$ cat src/rtl/sock_chg_pkg.sv
package sock_chg_pkg;
  localparam int unsigned NUM_FLAGS = 4;
  localparam int unsigned FLG_BDEAD = 0;
  localparam int unsigned FLG_BWARN = 1;
  localparam int unsigned FLG_RDY   = 2;
  localparam int unsigned FLG_CDET  = 3;

  // synchronized pin vector layout
  localparam int unsigned NUM_PINS  = 6;
  localparam int unsigned PIN_CD0   = 0;
  localparam int unsigned PIN_CD1   = 1;
  localparam int unsigned PIN_RDY   = 2;
  localparam int unsigned PIN_BWARN = 3;
  localparam int unsigned PIN_BDEAD = 4;
  localparam int unsigned PIN_RING  = 5;

  typedef enum logic {
    CLR_ON_READ = 1'b0,
    CLR_W1C     = 1'b1
  } clr_mode_e;
endpackage

$ cat src/rtl/sock_rst_sync.sv
module sock_rst_sync #(
  parameter int unsigned STAGES = 2
) (
  input  logic clk,
  input  logic arst_n,
  output logic rst_n
);
  logic [STAGES-1:0] chain_q;
  logic [STAGES-1:0] chain_d;

  always_comb begin
    chain_d = {chain_q[STAGES-2:0], 1'b1};
  end

  always_ff @(posedge clk or negedge arst_n) begin
    if (!arst_n) chain_q <= '0;
    else         chain_q <= chain_d;
  end

  assign rst_n = chain_q[STAGES-1];
endmodule

$ cat src/rtl/sock_pin_sync.sv
module sock_pin_sync #(
  parameter int unsigned WIDTH  = 6,
  parameter int unsigned STAGES = 2
) (
  input  logic             clk,
  input  logic             rst_n,
  input  logic [WIDTH-1:0] pin_a,
  output logic [WIDTH-1:0] pin_s
);
  logic [WIDTH-1:0] stage_q [STAGES];

  generate
    for (genvar s = 0; s < STAGES; s++) begin : g_stage
      if (s == 0) begin : g_first
        always_ff @(posedge clk or negedge rst_n) begin
          if (!rst_n) stage_q[s] <= '0;
          else        stage_q[s] <= pin_a;
        end
      end else begin : g_next
        always_ff @(posedge clk or negedge rst_n) begin
          if (!rst_n) stage_q[s] <= '0;
          else        stage_q[s] <= stage_q[s-1];
        end
      end
    end
  endgenerate

  assign pin_s = stage_q[STAGES-1];
endmodule

$ cat src/rtl/sock_edge_hist.sv
module sock_edge_hist #(
  parameter int unsigned WIDTH = 6
) (
  input  logic             clk,
  input  logic             rst_n,
  input  logic [WIDTH-1:0] cur,
  output logic [WIDTH-1:0] prev
);
  always_ff @(posedge clk or negedge rst_n) begin
    if (!rst_n) prev <= '0;
    else        prev <= cur;
  end
endmodule

$ cat src/rtl/sock_chg_reg.sv
module sock_chg_reg
  import sock_chg_pkg::*;
#(
  parameter int unsigned REG_W       = 8,
  parameter int unsigned SYNC_STAGES = 2,
  parameter int unsigned RST_STAGES  = 2
) (
  input  logic             clk,
  input  logic             glob_rst_n,
  input  logic             bus_rst_n,
  input  logic             pme_en,
  input  logic             clr_mode,
  input  logic             io_card,
  input  logic             ring_mode,
  input  logic [3:0]       src_en,
  input  logic [1:0]       cdet_in,
  input  logic             rdy_in,
  input  logic             bwarn_in,
  input  logic             bdead_in,
  input  logic             ring_in,
  input  logic             rd_stb,
  input  logic             wr_stb,
  input  logic [REG_W-1:0] wr_data,
  output logic [REG_W-1:0] rd_data,
  output logic             irq
);
  localparam int unsigned RSV_W = REG_W - NUM_FLAGS;

  // reset domains: pin path follows global reset, flags follow the combined one
  logic core_rst_n;
  logic flag_rst_n;
  logic flag_arst_n;

  assign flag_arst_n = glob_rst_n & (pme_en | bus_rst_n);

  sock_rst_sync #(.STAGES(RST_STAGES)) i_core_rst (
    .clk(clk), .arst_n(glob_rst_n), .rst_n(core_rst_n)
  );
  sock_rst_sync #(.STAGES(RST_STAGES)) i_flag_rst (
    .clk(clk), .arst_n(flag_arst_n), .rst_n(flag_rst_n)
  );

  // pin synchronization and history
  logic [NUM_PINS-1:0] pin_a;
  logic [NUM_PINS-1:0] pin_s;
  logic [NUM_PINS-1:0] pin_p;

  always_comb begin
    pin_a            = '0;
    pin_a[PIN_CD0]   = cdet_in[0];
    pin_a[PIN_CD1]   = cdet_in[1];
    pin_a[PIN_RDY]   = rdy_in;
    pin_a[PIN_BWARN] = bwarn_in;
    pin_a[PIN_BDEAD] = bdead_in;
    pin_a[PIN_RING]  = ring_in;
  end

  sock_pin_sync #(.WIDTH(NUM_PINS), .STAGES(SYNC_STAGES)) i_sync (
    .clk(clk), .rst_n(core_rst_n), .pin_a(pin_a), .pin_s(pin_s)
  );
  sock_edge_hist #(.WIDTH(NUM_PINS)) i_hist (
    .clk(clk), .rst_n(core_rst_n), .cur(pin_s), .prev(pin_p)
  );

  // event detection
  logic [NUM_PINS-1:0]  pin_rise;
  logic [NUM_PINS-1:0]  pin_chg;
  logic [NUM_FLAGS-1:0] evt_raw;
  logic [NUM_FLAGS-1:0] allow;
  logic [NUM_FLAGS-1:0] evt_set;

  always_comb begin
    pin_rise           = pin_s & ~pin_p;
    pin_chg            = pin_s ^ pin_p;
    evt_raw            = '0;
    evt_raw[FLG_CDET]  = pin_chg[PIN_CD0] | pin_chg[PIN_CD1];
    evt_raw[FLG_RDY]   = pin_rise[PIN_RDY];
    evt_raw[FLG_BWARN] = pin_rise[PIN_BWARN];
    evt_raw[FLG_BDEAD] = ring_mode ? pin_rise[PIN_RING] : pin_rise[PIN_BDEAD];
    allow              = src_en;
    if (io_card) begin
      allow[FLG_RDY]   = 1'b0;
      allow[FLG_BWARN] = 1'b0;
    end
    evt_set = evt_raw & allow;
  end

  // clear decode
  clr_mode_e            mode;
  logic [NUM_FLAGS-1:0] clr_vec;

  always_comb begin
    mode    = clr_mode_e'(clr_mode);
    clr_vec = '0;
    if (mode == CLR_ON_READ && rd_stb) clr_vec = '1;
    if (mode == CLR_W1C && wr_stb)     clr_vec = wr_data[NUM_FLAGS-1:0];
  end

  // flag register: next state, enable, storage
  logic [NUM_FLAGS-1:0] flags_q;
  logic [NUM_FLAGS-1:0] flags_d;
  logic                 flags_we;

  always_comb begin
    flags_d  = (flags_q & allow & ~clr_vec) | evt_set;
    flags_we = (flags_d != flags_q);
  end

  always_ff @(posedge clk or negedge flag_rst_n) begin
    if (!flag_rst_n)   flags_q <= '0;
    else if (flags_we) flags_q <= flags_d;
  end

  assign rd_data = {{RSV_W{1'b0}}, flags_q};
  assign irq     = |flags_q;

  logic unused_wr_hi;
  assign unused_wr_hi = ^wr_data[REG_W-1:NUM_FLAGS];

  // ---------------- assertions ----------------
  always_comb begin
    if (flag_rst_n) begin
      assert_reserved_zero_R1: assert (rd_data[REG_W-1:NUM_FLAGS] == '0)
        else $error("reserved bits nonzero");
    end
  end

  generate
    for (genvar f = 0; f < NUM_FLAGS; f++) begin : g_flag_chk
      assert_disabled_reads_zero_R2: assert property (@(posedge clk) disable iff (!flag_rst_n)
        (!src_en[f] && $past(!src_en[f])) |-> !rd_data[f])
        else $error("disabled flag %0d set", f);
    end
  endgenerate

  assert_io_mask_R5: assert property (@(posedge clk) disable iff (!flag_rst_n)
    (io_card && $past(io_card)) |-> (rd_data[FLG_RDY] == 1'b0 && rd_data[FLG_BWARN] == 1'b0))
    else $error("io-card masked flags set");

  assert_read_clears_R6: assert property (@(posedge clk) disable iff (!flag_rst_n)
    (rd_stb && !clr_mode && evt_set == '0) |=> (rd_data[NUM_FLAGS-1:0] == '0))
    else $error("read did not clear");

  assert_w1c_clears_R7: assert property (@(posedge clk) disable iff (!flag_rst_n)
    (wr_stb && clr_mode) |=>
      ((rd_data[NUM_FLAGS-1:0] & $past(wr_data[NUM_FLAGS-1:0] & ~evt_set)) == '0))
    else $error("write-one did not clear");

  assert_event_wins_R10: assert property (@(posedge clk) disable iff (!flag_rst_n)
    (evt_set != '0) |=> ((rd_data[NUM_FLAGS-1:0] & $past(evt_set)) == $past(evt_set)))
    else $error("event lost");

  assert_irq_drop_R11: assert property (@(posedge clk) disable iff (!flag_rst_n)
    (rd_stb && !clr_mode && evt_set == '0) |=> !irq)
    else $error("irq held after clear");
endmodule

$ cat config.mk
export PLATFORM = sky130hd
export DESIGN_NAME = sock_chg_reg
export DESIGN_NICKNAME = d
export VERILOG_FILES = /design/src/rtl/sock_chg_pkg.sv /design/src/rtl/sock_rst_sync.sv /design/src/rtl/sock_pin_sync.sv /design/src/rtl/sock_edge_hist.sv /design/src/rtl/sock_chg_reg.sv
export SDC_FILE = /design/constraint.sdc
export NUM_CORES = 1
export LEC_CHECK = 0
export BUFFER_PORTS_ARGS = -buffer_cell sky130_fd_sc_hd__buf_2
export CAP_MARGIN = 40
export CORE_ASPECT_RATIO = 1.25
export CORE_MARGIN = 3
export CORE_UTILIZATION = 40
export DETAILED_ROUTE_END_ITERATION = 8
export GPL_ROUTABILITY_DRIVEN = 1
export GPL_TIMING_DRIVEN = 0
export HOLD_SLACK_MARGIN = 0.1
export PLACE_DENSITY_LB_ADDON = 0.2
export SKIP_CTS_REPAIR_TIMING = 1
export SLEW_MARGIN = 15
export SYNTH_ARGS = -nofsm -noshare
export SYNTH_HDL_FRONTEND = slang
export SYNTH_SLANG_ARGS = --single-unit
$ cat constraint.sdc
create_clock -name clk -period 1.1 [get_ports clk]
set_input_delay 0.22 -clock clk [delete_from_list [all_inputs] [get_ports clk]]
set_output_delay 0.22 -clock clk [all_outputs]
set_load 0.1 [all_outputs]
==> impl_metrics.json, run 1 <==
{
  "place_area_mm2": 0.00102,
  "drt-pass1-iter-count": 2,
  "min_path_type": "in -> reg",
  "fin_cells": 123,
  "initial_utilization_pct": 44.9,
  "clock_latency_ps": 310,
  "grt_pass1_wl_um": 1750,
  "worstPathRequired_ps": 880,
  "gp_congestion": 0.629,
  "slew_viol_final": 0,
  "setup_tns_ps": -1200,
  "dp.final_hpwl_um": 962,
  "synthSimpleGateAreaFrac_pct": 8.79,
  "ir_drop_uv": 1090,
  "io_buffer_count": 27,
  "worstPathMaxFanout": 3,
  "worstPathCellList": "or4_4 -> buf_12",
  "fp.coreArea_mm2": 0.00187,
  "synth_compound_area_share_pct": 5.37,
  "layout.cells.most_common": "buf_2",
  "wl_per_cell_um": 11.5,
  "tightest_slew_ps": 654,
  "maxSlewHeadroom_pct": 56.4,
  "path_clk_slew_ps": 120,
  "min_path_cells": 2,
  "drc": 0,
  "r2r_setup_slack_ps": 120,
  "drt-initial-drc-count": 2,
  "drt-vias-per-instance": 4.56,
  "final_nets": 132,
  "pin_count": 36,
  "clockBufferDepth": 2,
  "rr_worst_depth": 3,
  "yosys.cell_types.count": 13,
  "end_kind": "primary output",
  "drv_cap": 0,
  "status": "finished, violations left",
  "grt_pass1_vias": 433,
  "p_per_area_mw_per_mm2": 1470,
  "syn_to_final_growth_pct": 49.3,
  "grt_antenna_before_repair": 0,
  "drive_gt1_share_pct": 40.4,
  "synth_xor_area_share_pct": 2.09,
  "min_period_ps": 1700,
  "h-tree-depth": 1,
  "critPathArrivalTime_ps": 1480,
  "grt_max_degree": 19,
  "rsz0062_at_grt": "true",
  "rr_startpoint": "flags_q[2]",
  "clkSinkCount": 26,
  "mostFrequentLayoutCells": "buf_2 (23), dfrtp_1 (22), dlygate4sd3_1 (13)",
  "core.rowCount": 17,
  "die_y_um": 57.2,
  "grtUsageTotal_pct": 9.83,
  "synth_seq_cells": 26,
  "holdPathEnd": "flags_q[1]",
  "hp-start": "src_en[1]",
  "power_leakage_nw": 0.611,
  "max_freq_ghz": 0.588,
  "cp-start-kind": "flip-flop",
  "final_util_pct": 67.0,
  "ys_seq_area_share_pct": 77.5,
  "setup_violations": 5,
  "cts_root_buf": "clkbuf_4",
  "dieArea_mm2": 0.00269,
  "drt.antenna.violating_nets": 0,
  "finalCritPeriodShare_pct": 154,
  "numCtsBuffers": 3,
  "syn_area_um2": 840,
  "avgSynthCellArea_um2": 15.3,
  "synth_top_family_by_area": "simple AND/OR/NAND/NOR gates",
  "stdcell_area_mm2": 0.00125,
  "synth.area.mux_share_pct": 0,
  "antennaDiodeCount": 0,
  "hold_viol": 0,
  "timing.rr.end": "flags_q[2]",
  "cp_num_buf_inv": 1,
  "criticalPathCategory": "reg -> out",
  "grt-ovfl-total": 0,
  "num_vias": 561,
  "drt-total-wl_um": 1410,
  "cpMaxStageDelayCell": "or4_4",
  "fp.dieW_um": 47.0,
  "synthCells": 55,
  "slowest_delay_ps": 530,
  "finClkSkew_ps": 4.13,
  "ys_warn_count": 0,
  "synth_fa_ha_area_share_pct": 0,
  "cts_tree": "done",
  "cp_top_family": "simple AND/OR/NAND/NOR gates",
  "placed_cells": 105,
  "violations": "setup timing",
  "setup_ws_ps": -599
}
-- Yosys cell counts --
cell type,count,area [um^2]
buf_4,4,30.0
nand2b_4,1,13.8
dfrtp_1,26,651
nand3_1,6,30.0
a31oi_1,2,12.5
a21boi_0,1,7.51
conb_1,2,7.51
xnor2_1,2,17.5
or4_1,1,7.51
o21a_1,1,7.51
inv_1,4,15.0
a32oi_1,2,17.5
nor3b_1,3,22.5
-- cell type report --
type	count	area, um^2
clock buffers	4	36.3
well taps	19	23.8
inverters	4	15.0
plain buffers	4	30.0
flip-flops and latches	26	658
fillers	138	618
multi-input cells	25	163
repair buffers	41	328
-- worst max path at each step --
stage	end	start	depth (start not counted)
final	irq	flags_q[1]	2
after global routing	irq	flags_q[1]	2
after CTS	irq	flags_q[3]	2
after detailed placement	irq	flags_q[3]	2
after global placement	irq	flags_q[3]	2
after floorplan	irq	flags_q[3]	1
-- logic make-up after synthesis --
logic type | after synthesis
flops | 26
compound gates | 6
simple gates | 11
buf+inv | 8
other cells | 2
xor+xnor | 2
-- worst reg2reg max path, cell delays in order, from the launching register on --
cell     delay (ps)
dfrtp_2         430
buf_4           150
a32oi_1         220
nor3b_1          80
-- registers in the layout, indices dropped and copies added (netlist names) --
register and count:
flags_q 4, i_core_rst.chain_q 2, i_flag_rst.chain_q 2, i_hist.prev 6, i_sync.pin_s 6, i_sync.stage_q 6
-- per-layer routing --
metal | part of all wire, % | up-vias | GRT usage [%]
met1 | 36 | 255 | 9.85
met2 | 52 | 28 | 15.7
li1 | - | 274 | -
met3 | 9.3 | 4 | 1.89
met4 | 2.7 | 0 | 9.49
met5 | 0 | - | 0
-- where the power goes --
| part | leakage (nW) | switching, mW | internal (mW) |
|---|---|---|---|
| Combinational | 0.286 | 0.208 | 0.137 |
| Sequential | 0.304 | 0.0342 | 1.01 |
| Clock | 0.0210 | 0.254 | 0.202 |
| Total | 0.611 | 0.496 | 1.35 |
-- per-stage QoR --
| stage | power (mW) | worst slack, ps | hold slack [ps] |
|---|---|---|---|
| 2_1_floorplan | 1.26 | -479 | -75.6 |
| 3_3_place_gp | 1.32 | -391 | 13.8 |
| 3_5_place_dp | 1.33 | -405 | 15.8 |
| 4_1_cts | 1.79 | -772 | -342 |
| 5_1_grt | 1.94 | -648 | 130 |
| 6_report | 1.84 | -599 | 148 |
(Power assumes the default switching activity.)
==> run 2: changes to the inputs <==
Settings changed: GPL_TIMING_DRIVEN 0 to not set, RECOVER_POWER set to 100.
==> impl_metrics.json, run 2 (synthesized netlist as in run 1, its figures left out) <==
{
  "status": "finished, violations left",
  "violations": "setup timing",
  "die_y_um": 57.2,
  "drt-total-wl_um": 1600,
  "max_freq_ghz": 0.590,
  "cts_tree": "done",
  "clock_latency_ps": 310,
  "numCtsBuffers": 3,
  "dieArea_mm2": 0.00269,
  "finalCritPeriodShare_pct": 154,
  "grt_antenna_before_repair": 0,
  "final_nets": 134,
  "fp.coreArea_mm2": 0.00187,
  "path_clk_slew_ps": 140,
  "critPathArrivalTime_ps": 1470,
  "power_leakage_nw": 0.620,
  "cts_root_buf": "clkbuf_4",
  "hold_viol": 0,
  "clkSinkCount": 26,
  "grtUsageTotal_pct": 10.4,
  "dp.final_hpwl_um": 1060,
  "drt.antenna.violating_nets": 0,
  "rsz0062_at_grt": "true",
  "clockBufferDepth": 2,
  "ir_drop_uv": 1140,
  "timing.hold.ws_ps": 155,
  "worstPathRequired_ps": 880,
  "place_ws_ps": -394,
  "cp-start-kind": "flip-flop",
  "stdcell_area_mm2": 0.00130,
  "drc": 0,
  "num_vias": 561,
  "setup_ws_ps": -594,
  "place_area_mm2": 0.00109,
  "pin_count": 36,
  "initial_utilization_pct": 44.9,
  "hp-start": "src_en[2]",
  "slew_viol_final": 0,
  "drt-pass1-iter-count": 2,
  "io_buffer_count": 27,
  "worstPathMaxFanout": 2,
  "syn_to_final_growth_pct": 55.0,
  "fp.dieW_um": 47.0,
  "h-tree-depth": 1,
  "antennaDiodeCount": 0,
  "criticalPathCategory": "reg -> out",
  "grt_pass1_wl_um": 2010,
  "gp_congestion": 0.698,
  "drive_gt1_share_pct": 38.7,
  "layout.cells.most_common": "dfrtp_1",
  "p_per_area_mw_per_mm2": 1560,
  "grt_max_degree": 19,
  "min_path_type": "in -> reg",
  "grt_pass1_vias": 481,
  "grt-ovfl-total": 0,
  "final_util_pct": 69.5,
  "r2r_setup_slack_ps": 90,
  "min_path_cells": 2,
  "min_period_ps": 1690,
  "rr_worst_depth": 4,
  "finClkSkew_ps": 14.5,
  "setup_violations": 5,
  "fin_cells": 125,
  "core.rowCount": 17,
  "mostFrequentLayoutCells": "dfrtp_1 (22), buf_2 (21), dlygate4sd3_1 (13)",
  "timing.rr.end": "flags_q[2]",
  "holdPathEnd": "flags_q[2]",
  "placed_cells": 106,
  "rr_startpoint": "flags_q[2]",
  "drt-vias-per-instance": 4.49,
  "wl_per_cell_um": 12.8,
  "end_kind": "primary output",
  "drt-initial-drc-count": 1,
  "drv_cap": 0
}
-- run 2: cell types whose count changed in the layout (fill, tap and decap cells not counted), sizes merged --
| cell | change |
|---|---|
| bufinv | +1 |
| buf | -3 |
| clkbuf | +4 |
-- run 2: through the flow --
stage	power [mW]	TNS (ps)
detailed placement	1.37	-394
floorplan	1.26	-479
CTS	1.98	-1490
finish	2.03	-1550
global route	2.12	-1810
global placement	1.36	-387
-- run 2: worst max path at each step --
| stage | slack [ps] | start | endpoint |
|---|---|---|---|
| floorplan | -480 | flags_q[3] | irq |
| global placement | -390 | flags_q[3] | irq |
| detailed placement | -390 | flags_q[3] | irq |
| CTS | -760 | flags_q[3] | irq |
| global route | -640 | flags_q[0] | irq |
| finish | -590 | flags_q[0] | irq |
-- run 2: final cells by class --
type / instances / area, um^2
flip-flops and latches: 26 / 658
fillers: 132 / 571
repair buffers: 47 / 389
multi-input cells: 25 / 163
clock inverters: 1 / 30.0
well taps: 19 / 23.8
clock buffers: 3 / 22.5
inverters: 4 / 15.0
-- run 2: power breakdown --
part | internal (mW) | switching [mW] | total, mW
Sequential | 1.01 | 0.0202 | 1.03
Clock | 0.368 | 0.253 | 0.621
Combinational | 0.148 | 0.230 | 0.378
Total | 1.52 | 0.503 | 2.03
-- run 2: routing by layer --
layer	wire length (um)	vias up	share of wire (%)	track usage [%]
met5	0	-	0	0
met4	14	0	0.88	3.56
met3	112	2	7.0	1.89
met2	885	26	55	18.3
met1	585	258	37	12.4
li1	-	275	-	-
-- run 2: worst max-delay path, cell delays in order (launching register included) --
cell and delay, ps:
dfrtp_2 430, or4_4 550, buf_12 180
